===== src/rtl/opsh_pkg.sv =====
package opsh_pkg;

   typedef enum logic [1:0] {
      SH_LSL = 2'b00,
      SH_LSR = 2'b01,
      SH_ASR = 2'b10,
      SH_ROR = 2'b11
   } shift_kind_e;

endpackage


===== src/rtl/opsh_imm_rotator.sv =====
module opsh_imm_rotator #(
   parameter int DATA_W = 32,
   parameter int IMM_W  = 8,
   parameter int ROT_W  = 4
) (
   input  logic [IMM_W-1:0]  imm,
   input  logic [ROT_W-1:0]  rot,
   input  logic              carry_in,
   output logic [DATA_W-1:0] value,
   output logic              carry_out
);
   localparam int SHW = $clog2(DATA_W);

   logic [DATA_W-1:0] base;
   logic [SHW-1:0]    amt;

   always_comb begin
      base  = DATA_W'(imm);
      amt   = SHW'({rot, 1'b0});
      value = (base >> amt) | (base << (DATA_W - int'(amt)));
      carry_out = (rot == '0) ? carry_in : value[DATA_W-1];
   end

endmodule


===== src/rtl/opsh_reg_shifter.sv =====
module opsh_reg_shifter
   import opsh_pkg::*;
#(
   parameter int DATA_W = 32,
   parameter int CNT_W  = 8
) (
   input  logic [DATA_W-1:0] value,
   input  shift_kind_e       kind,
   input  logic [CNT_W-1:0]  count,
   input  logic              rrx,
   input  logic              carry_in,
   output logic [DATA_W-1:0] result,
   output logic              carry_out
);
   localparam int SHW = $clog2(DATA_W);
   localparam logic [CNT_W-1:0] SAT_CNT = CNT_W'(DATA_W);

   logic [DATA_W:0]        wide_l;
   logic [DATA_W:0]        wide_r;
   logic signed [DATA_W:0] wide_a;
   logic [CNT_W-1:0]       asr_cnt;
   logic [SHW-1:0]         rot_amt;

   always_comb begin
      wide_l    = {1'b0, value} << count;
      wide_r    = {value, 1'b0} >> count;
      asr_cnt   = (count > SAT_CNT) ? SAT_CNT : count;
      wide_a    = $signed({value, 1'b0}) >>> asr_cnt;
      rot_amt   = count[SHW-1:0];
      result    = value;
      carry_out = carry_in;
      if (rrx) begin
         result    = {carry_in, value[DATA_W-1:1]};
         carry_out = value[0];
      end else if (count != '0) begin
         case (kind)
            SH_LSL: begin
               result    = wide_l[DATA_W-1:0];
               carry_out = wide_l[DATA_W];
            end
            SH_LSR: begin
               result    = wide_r[DATA_W:1];
               carry_out = wide_r[0];
            end
            SH_ASR: begin
               result    = wide_a[DATA_W:1];
               carry_out = wide_a[0];
            end
            default: begin
               result    = (value >> rot_amt) | (value << (DATA_W - int'(rot_amt)));
               carry_out = result[DATA_W-1];
            end
         endcase
      end
   end

endmodule


===== src/rtl/operand_shifter.sv =====
module operand_shifter
   import opsh_pkg::*;
#(
   parameter int DATA_W    = 32,
   parameter int IMM_W     = 8,
   parameter int ROT_W     = 4,
   parameter int IMM_CNT_W = 5,
   parameter int CNT_W     = 8,
   parameter bit REG_OUT   = 1'b1
) (
   input  logic                 clk,
   input  logic                 rst_n,
   input  logic                 imm_sel,
   input  logic [IMM_W-1:0]     imm_val,
   input  logic [ROT_W-1:0]     imm_rot,
   input  logic [DATA_W-1:0]    rm_val,
   input  logic [1:0]           shift_kind,
   input  logic                 cnt_from_reg,
   input  logic [IMM_CNT_W-1:0] cnt_imm,
   input  logic [DATA_W-1:0]    rs_val,
   input  logic                 carry_in,
   output logic [DATA_W-1:0]    operand,
   output logic                 carry_out
);
   localparam int SHW = $clog2(DATA_W);

   if (DATA_W != (1 << SHW)) begin : g_chk_width
      $error("DATA_W must be a power of two");
   end
   if (IMM_W > DATA_W) begin : g_chk_imm
      $error("IMM_W must not exceed DATA_W");
   end
   if (2 * ((1 << ROT_W) - 1) >= DATA_W) begin : g_chk_rot
      $error("rotation range must stay below DATA_W");
   end
   if ((1 << CNT_W) <= DATA_W || CNT_W >= DATA_W) begin : g_chk_cnt
      $error("CNT_W must reach DATA_W and fit in a register");
   end
   if (IMM_CNT_W != SHW) begin : g_chk_icnt
      $error("IMM_CNT_W must equal log2(DATA_W)");
   end

   shift_kind_e       kind;
   logic [CNT_W-1:0]  count;
   logic              rrx;
   logic [DATA_W-1:0] imm_res, reg_res, nxt_op;
   logic              imm_c, reg_c, nxt_c;
   logic              unused_rs_hi;

   assign kind         = shift_kind_e'(shift_kind);
   assign count        = cnt_from_reg ? rs_val[CNT_W-1:0] : CNT_W'(cnt_imm);
   assign rrx          = (kind == SH_ROR) && !cnt_from_reg && (cnt_imm == '0);
   assign unused_rs_hi = ^rs_val[DATA_W-1:CNT_W];

   opsh_imm_rotator #(
      .DATA_W (DATA_W),
      .IMM_W  (IMM_W),
      .ROT_W  (ROT_W)
   ) u_imm (
      .imm       (imm_val),
      .rot       (imm_rot),
      .carry_in  (carry_in),
      .value     (imm_res),
      .carry_out (imm_c)
   );

   opsh_reg_shifter #(
      .DATA_W (DATA_W),
      .CNT_W  (CNT_W)
   ) u_reg (
      .value     (rm_val),
      .kind      (kind),
      .count     (count),
      .rrx       (rrx),
      .carry_in  (carry_in),
      .result    (reg_res),
      .carry_out (reg_c)
   );

   assign nxt_op = imm_sel ? imm_res : reg_res;
   assign nxt_c  = imm_sel ? imm_c   : reg_c;

   if (REG_OUT) begin : g_reg_out
      always_ff @(posedge clk or negedge rst_n) begin
         if (!rst_n) begin
            operand   <= '0;
            carry_out <= 1'b0;
         end else begin
            operand   <= nxt_op;
            carry_out <= nxt_c;
         end
      end
   end else begin : g_comb_out
      logic unused_clk;
      assign unused_clk = clk ^ rst_n;
      assign operand    = nxt_op;
      assign carry_out  = nxt_c;
   end

endmodule


===== config.mk =====
export PLATFORM = sky130hd
export DESIGN_NAME = operand_shifter
export DESIGN_NICKNAME = d
export VERILOG_FILES = /design/src/rtl/opsh_pkg.sv /design/src/rtl/opsh_imm_rotator.sv /design/src/rtl/opsh_reg_shifter.sv /design/src/rtl/operand_shifter.sv
export SDC_FILE = /design/constraint.sdc
export NUM_CORES = 1
export LEC_CHECK = 0
export BUFFER_PORTS_ARGS = -buffer_cell sky130_fd_sc_hd__clkbuf_2
export CORE_ASPECT_RATIO = 1.2
export CORE_MARGIN = 5
export CORE_UTILIZATION = 67
export DETAILED_ROUTE_END_ITERATION = 12
export PLACE_DENSITY_LB_ADDON = 0.08
export SLEW_MARGIN = 25
export SYNTH_ARGS = -nofsm -noshare
export SYNTH_HDL_FRONTEND = slang
export SYNTH_HIERARCHICAL = 1
export SYNTH_SLANG_ARGS = --single-unit

===== constraint.sdc =====
create_clock -name clk -period 1.55 [get_ports clk]
set_clock_uncertainty 0.15 [all_clocks]
set_input_delay 0.155 -clock clk [delete_from_list [all_inputs] [get_ports clk]]
set_output_delay 0.155 -clock clk [all_outputs]
set_load 0.05 [all_outputs]

==> results of run 1 <==
## cells by family after synthesis
family	count (synthesis)
AO/OA/AOI/OAI	488
XOR/XNOR	7
adder cells (fa/ha/maj)	2
buffers and inverters	207
flip-flops	33
multiplexers	290
AND/OR/NAND/NOR	544
## stage by stage
step | instance area (µm²) | hold WS (ps) | utilization [%]
2_1_floorplan | 11900 | -291 | -
3_3_place_gp | 16100 | 41.4 | 92.7
3_5_place_dp | 16100 | 49.2 | 92.7
==> impl_metrics.csv, run 1 <==
group,metric,value,unit
synth,syn_avg_cell_area,7.46,µm²
clock_network,cts_resized,225,
synth,ys_seq_area_share,7.04,%
die,io_pins,121,
placement,dp_cells,2244,
synth,synth_area,0.0117,mm²
outcome,haltStage,"clock tree synthesis",
synth,synth_top_family_by_area,"multiplexers",
die,die_w,131,µm
synth,synth_compound_area_share,29.7,%
outcome,status,"did not finish",
synth,yosys.area_share.simple,21.8,%
synth,synth-edff-count,0,
synth,synth_area_leaders,"mux4_2, mux2i_1, mux2_2",
synth,synthMostInstantiatedCell,"nand2_1",
synth,synth_adder_area_share,0.213,%
outcome,stop_error,"[ERROR DPL-0038] Utilization greater than 100%, impossible to legalize",
placement,place_hpwl,56800,µm
clock_network,ctsHoldBuffers,1,
die,start_util,67.5,%
clock_network,clock_sinks,33,
synth,ys_warn_count,6,
synth,ys_seq_elements,33,
synth,syn_inst,1571,
clock_network,post-cts-setup-buffers,32,
synth,synth_nets,1661,
clock_network,cts_buffers,5,
die,die_h,155,µm
die,placementRows,53,
synth,synth_flop_cell,"dfrtp_1",
clock_network,ctsLongestPathBuffers,2,
placement,gp_congestion,1.45,
clock_network,htreeDepth,2,
placement,io_buffers,96,
synth,async_flop_share,100,%
synth,synth_top_cell_area_share,13.3,%
clock_network,cts_root_buf,"clkbuf_16",
synth,synth_xor_area_share,0.523,%
placement,dp_slack,-2230,ps
synth,synthTopCellsByCount,"nand2_1, nor2_1, mux2i_1, clkbuf_1, mux2_2",
synth,synth_largest_area_cell,"mux4_2",
synth,synthMuxAreaShare,33.1,%
synth,yosysUniqueCellTypes,92,
==> inputs of run 2 (changes only) <==
- CORE_ASPECT_RATIO: 1.2 -> unset
- CORE_UTILIZATION: 67 -> 40
- PLACE_DENSITY_LB_ADDON: 0.08 -> 0.15
==> run 2 against run 1 <==
Net effect:
- the flow now finishes, with violations (setup timing)
- synthesized cell count unchanged
- synthesized area unchanged
==> impl_metrics.csv, run 2 <==
group,metric,value,unit
outcome,status,"finished, violations left",
outcome,violations,"setup timing",
worst_setup_path,worstSetupStartpointType,"input port",
die,die_w,181,µm
synth,synth_flop_cell,"dfrtp_1",
global_route,first_global_vias,17013,
worst_setup_path,cpLargestDelayFamily,"compound AO/OA/AOI/OAI gates",
worst_hold_path,hold_path_class,"in -> reg",
worst_setup_path,crit_chain,"buf_8 > buf_6 > mux2_4 > buf_12 > buf_8 > buf_4 > mux2i_1 > a22oi_2 > buf_4 > o21ai_1 > o2bb2ai_2 > a22oi_2 > nand3b_1 > a221o_1 > mux2_4",
worst_setup_path,slowest_stage,"a221o_1",
synth,synth_largest_area_cell,"mux4_2",
global_route,track_usage,46.3,%
placement,dp_slack,-2340,ps
synth,yosysUniqueCellTypes,92,
die,io_pins,121,
cells_and_area,reg.largest.list,"operand (32), carry_out (1)",
die,core_area,0.0289,mm²
cells_and_area,drive_above_1_share,51.9,%
synth,syn_avg_cell_area,7.46,µm²
cells_and_area,final_common_cell,"buf_4",
route,drt_iter0_markers,3077,
die,start_util,40.6,%
sta,fin_setup_tns,-50530,ps
worst_setup_path,path_class,"in -> reg",
synth,ys_seq_area_share,7.04,%
synth,synth-edff-count,0,
synth,synthMostInstantiatedCell,"nand2_1",
route,dr.pass1.iters,7,
sta,fin_crit,3220,ps
clock_network,htreeDepth,2,
sta,timing.final.ws_setup,-1670,ps
placement,io_buffers,96,
cells_and_area,final_cell_mix,"buf_4, nand2_1, nor2_1",
route,drc,0,
synth,ys_warn_count,6,
power,irDropWorstVdd,0.535,mV
power,leakage,8.17,nW
route,wirelength,81500,µm
sta,rsz0062_at_grt,"true",
worst_hold_path,hp-start,"imm_sel",
cells_and_area,final_util,65.3,%
clock_network,cts_buffers,5,
worst_setup_path,crit_cells,15,
worst_setup_path,cp_data_arrival_time,3240,ps
worst_hold_path,min_path_cells,2,
power,powerDensity,646,mW/mm²
route,via_per_inst,7.08,
worst_setup_path,critPathBufInv,6,
sta,finalSetupViolCount,33,
sta,slew_headroom,44.3,%
clock_network,clock_sinks,33,
die,dieArea,0.0328,mm²
clock_network,cts_tree,"yes",
global_route,grt_pass1_wl,115000,µm
cells_and_area,n_antenna_cell,0,
die,die_h,181,µm
cells_and_area,areaGrowthSynthToFinish,60.7,%
worst_hold_path,whs_endpoint,"operand[7]",
clock_network,path_clk_slew,50,ps
die,placementRows,62,
worst_setup_path,worst_setup_path_end_kind,"register",
cells_and_area,fillCellCount,2491,
synth,ys_seq_elements,33,
sta,holdWs,209,ps
synth,synth_nets,1661,
sta,finalCritPeriodShare,208,%
route,post_drt_wl_per_cell,32.3,µm
worst_setup_path,cp_max_fo,16,
sta,worst_pin_slew,829,ps
sta,finalHoldViolations,0,
global_route,grt_max_degree,52,
synth,synth_area_leaders,"mux4_2, mux2i_1, mux2_2",
worst_setup_path,critical_path.startpoint,"cnt_from_reg",
global_route,grt_antenna_before_repair,2,
cells_and_area,seq_area,826,µm²
placement,gp_congestion,1.11,
placement,place_hpwl,64100,µm
clock_network,ctsLongestPathBuffers,2,
cells_and_area,largest_register_ffs,32,
sta,finalMaxSlewViolations,0,
synth,syn_inst,1571,
synth,synth_top_cell_area_share,13.3,%
route,drtAntennaViolNets,0,
cells_and_area,regMostFlops,"operand",
sta,max_freq,0.310,GHz
worst_setup_path,slowest_delay,360,ps
synth,async_flop_share,100,%
clock_network,cts_root_buf,"clkbuf_16",
worst_setup_path,cp.required,1560,ps
synth,synthTopCellsByCount,"nand2_1, nor2_1, mux2i_1, clkbuf_1, mux2_2",
synth,synth_area,0.0117,mm²
cells_and_area,fin_nets,2230,
cells_and_area,multiInputGateArea,0.0113,mm²
route,vias,17873,
run,maxCapViolCount,0,
global_route,overflow,0,
==> run 2: cell counts after synthesis <==
No cell type changed its count.
==> run 2: layout make-up <==
type                       count  share of cell area, %
tap                          384                   2.55
multi-input combinational   1331                   60.0
timing repair buffer         749                   31.9
clock buffer                   6                  0.684
sequential                    33                   4.38
clock inverter                 2                 0.0531
inverter                      20                  0.425
==> run 2: metal layers <==
metal / vias up / wire length [µm] / GRT usage (%)
met5: - / 54 / 0
met4: 4 / 7890 / 28.5
met3: 505 / 11000 / 11.3
met2: 1690 / 33300 / 69.2
met1: 8456 / 29300 / 60.1
li1: 7218 / - / -
==> run 2: power by group <==
group	switching (mW)	internal [mW]
sequential	0.0454	0.980
clock	0.364	0.589
combinational	5.76	4.44
==> run 2: worst max-delay path by stage <==
| stage | slack (ps) | to |
|---|---|---|
| floorplan | -2280 | operand[13] |
| global placement | -2300 | operand[8] |
| detailed placement | -2340 | operand[9] |
| CTS | -1640 | operand[3] |
| global route | -1710 | operand[2] |
| finish | -1670 | operand[14] |
==> run 2: logic make-up after synthesis <==
logic type	synth area share [%]
adder cells (fa/ha/maj)	0.213
buffers and inverters	7.68
AND/OR/NAND/NOR	21.8
multiplexers	33.1
AO/OA/AOI/OAI	29.7
flip-flops	7.04
XOR/XNOR	0.523
==> run 2: stage by stage <==
stage	instance area, µm²	total power, mW	instances
after floorplan	11900	5.38	1571
after global placement	16800	9.58	2462
after detailed placement	16800	9.61	2462
after CTS	17900	11.1	2494
after global routing	18800	12.4	2525
final	18800	12.2	2525
==> run 2: timing repair <==
item,4_1_cts,5_1_grt
endpoints found under the hold margin,33,0
hold buffers,1,0
buffers inserted,21,35
gates resized for setup,159,148
endpoints found under the setup margin,33,33
pin swaps,46,56
gates cloned,4,1
Note: power is estimated with default switching activity, not from simulation.
==> inputs of run 3 (changes only) <==
- CAP_MARGIN: unset -> 20
- CORE_MARGIN: 5 -> 1.5
- CORE_UTILIZATION: 40 -> 64
==> run 3 against run 2 <==
Net effect:
- the flow now stops in clock tree synthesis
- synthesized cell count is the same
- synthesized area did not move
==> impl_metrics.csv, run 3 <==
group,metric,value,unit
outcome,status,"did not finish",
outcome,haltStage,"clock tree synthesis",
outcome,stop_error,"[ERROR DPL-0033] detailed placement checks failed during check placement.",
synth,synthTopCellsByCount,"nand2_1, nor2_1, mux2i_1, clkbuf_1, mux2_2",
synth,yosysUniqueCellTypes,92,
synth,synth_area_leaders,"mux4_2, mux2i_1, mux2_2",
clock_network,post-cts-setup-buffers,42,
synth,synth_nets,1661,
synth,ys_seq_area_share,7.04,%
synth,synth_top_cell_area_share,13.3,%
clock_network,cts_buffers,5,
placement,dp_slack,-2180,ps
synth,syn_inst,1571,
placement,io_buffers,96,
synth,syn_avg_cell_area,7.46,µm²
die,die_w,138,µm
clock_network,htreeDepth,2,
die,placementRows,49,
clock_network,cts_resized,241,
synth,synthMostInstantiatedCell,"nand2_1",
clock_network,ctsLongestPathBuffers,2,
synth,synth_flop_cell,"dfrtp_1",
synth,async_flop_share,100,%
clock_network,ctsHoldBuffers,1,
synth,synth_area,0.0117,mm²
die,start_util,65.3,%
clock_network,cts_root_buf,"clkbuf_16",
synth,ys_seq_elements,33,
placement,place_hpwl,52700,µm
placement,dp_cells,2235,
die,die_h,138,µm
synth,synth_largest_area_cell,"mux4_2",
synth,ys_warn_count,6,
clock_network,clock_sinks,33,
die,io_pins,121,
placement,gp_congestion,1.47,
synth,synth-edff-count,0,
-- run 3: cell counts after synthesis --
Identical to the previous run, type by type.
-- run 3: kinds of logic after synthesis --
family,count (synthesis),synth area share (%)
simple gates,544,21.8
flops,33,7.04
mux,290,33.1
xor+xnor,7,0.523
compound gates,488,29.7
buf+inv,207,7.68
fa+ha+maj,2,0.213
-- run 3: through the flow --
step	cell area (µm²)	TNS, ps
2_1_floorplan	11900	-70780
3_5_place_dp	15900	-63510
3_3_place_gp	15900	-60700
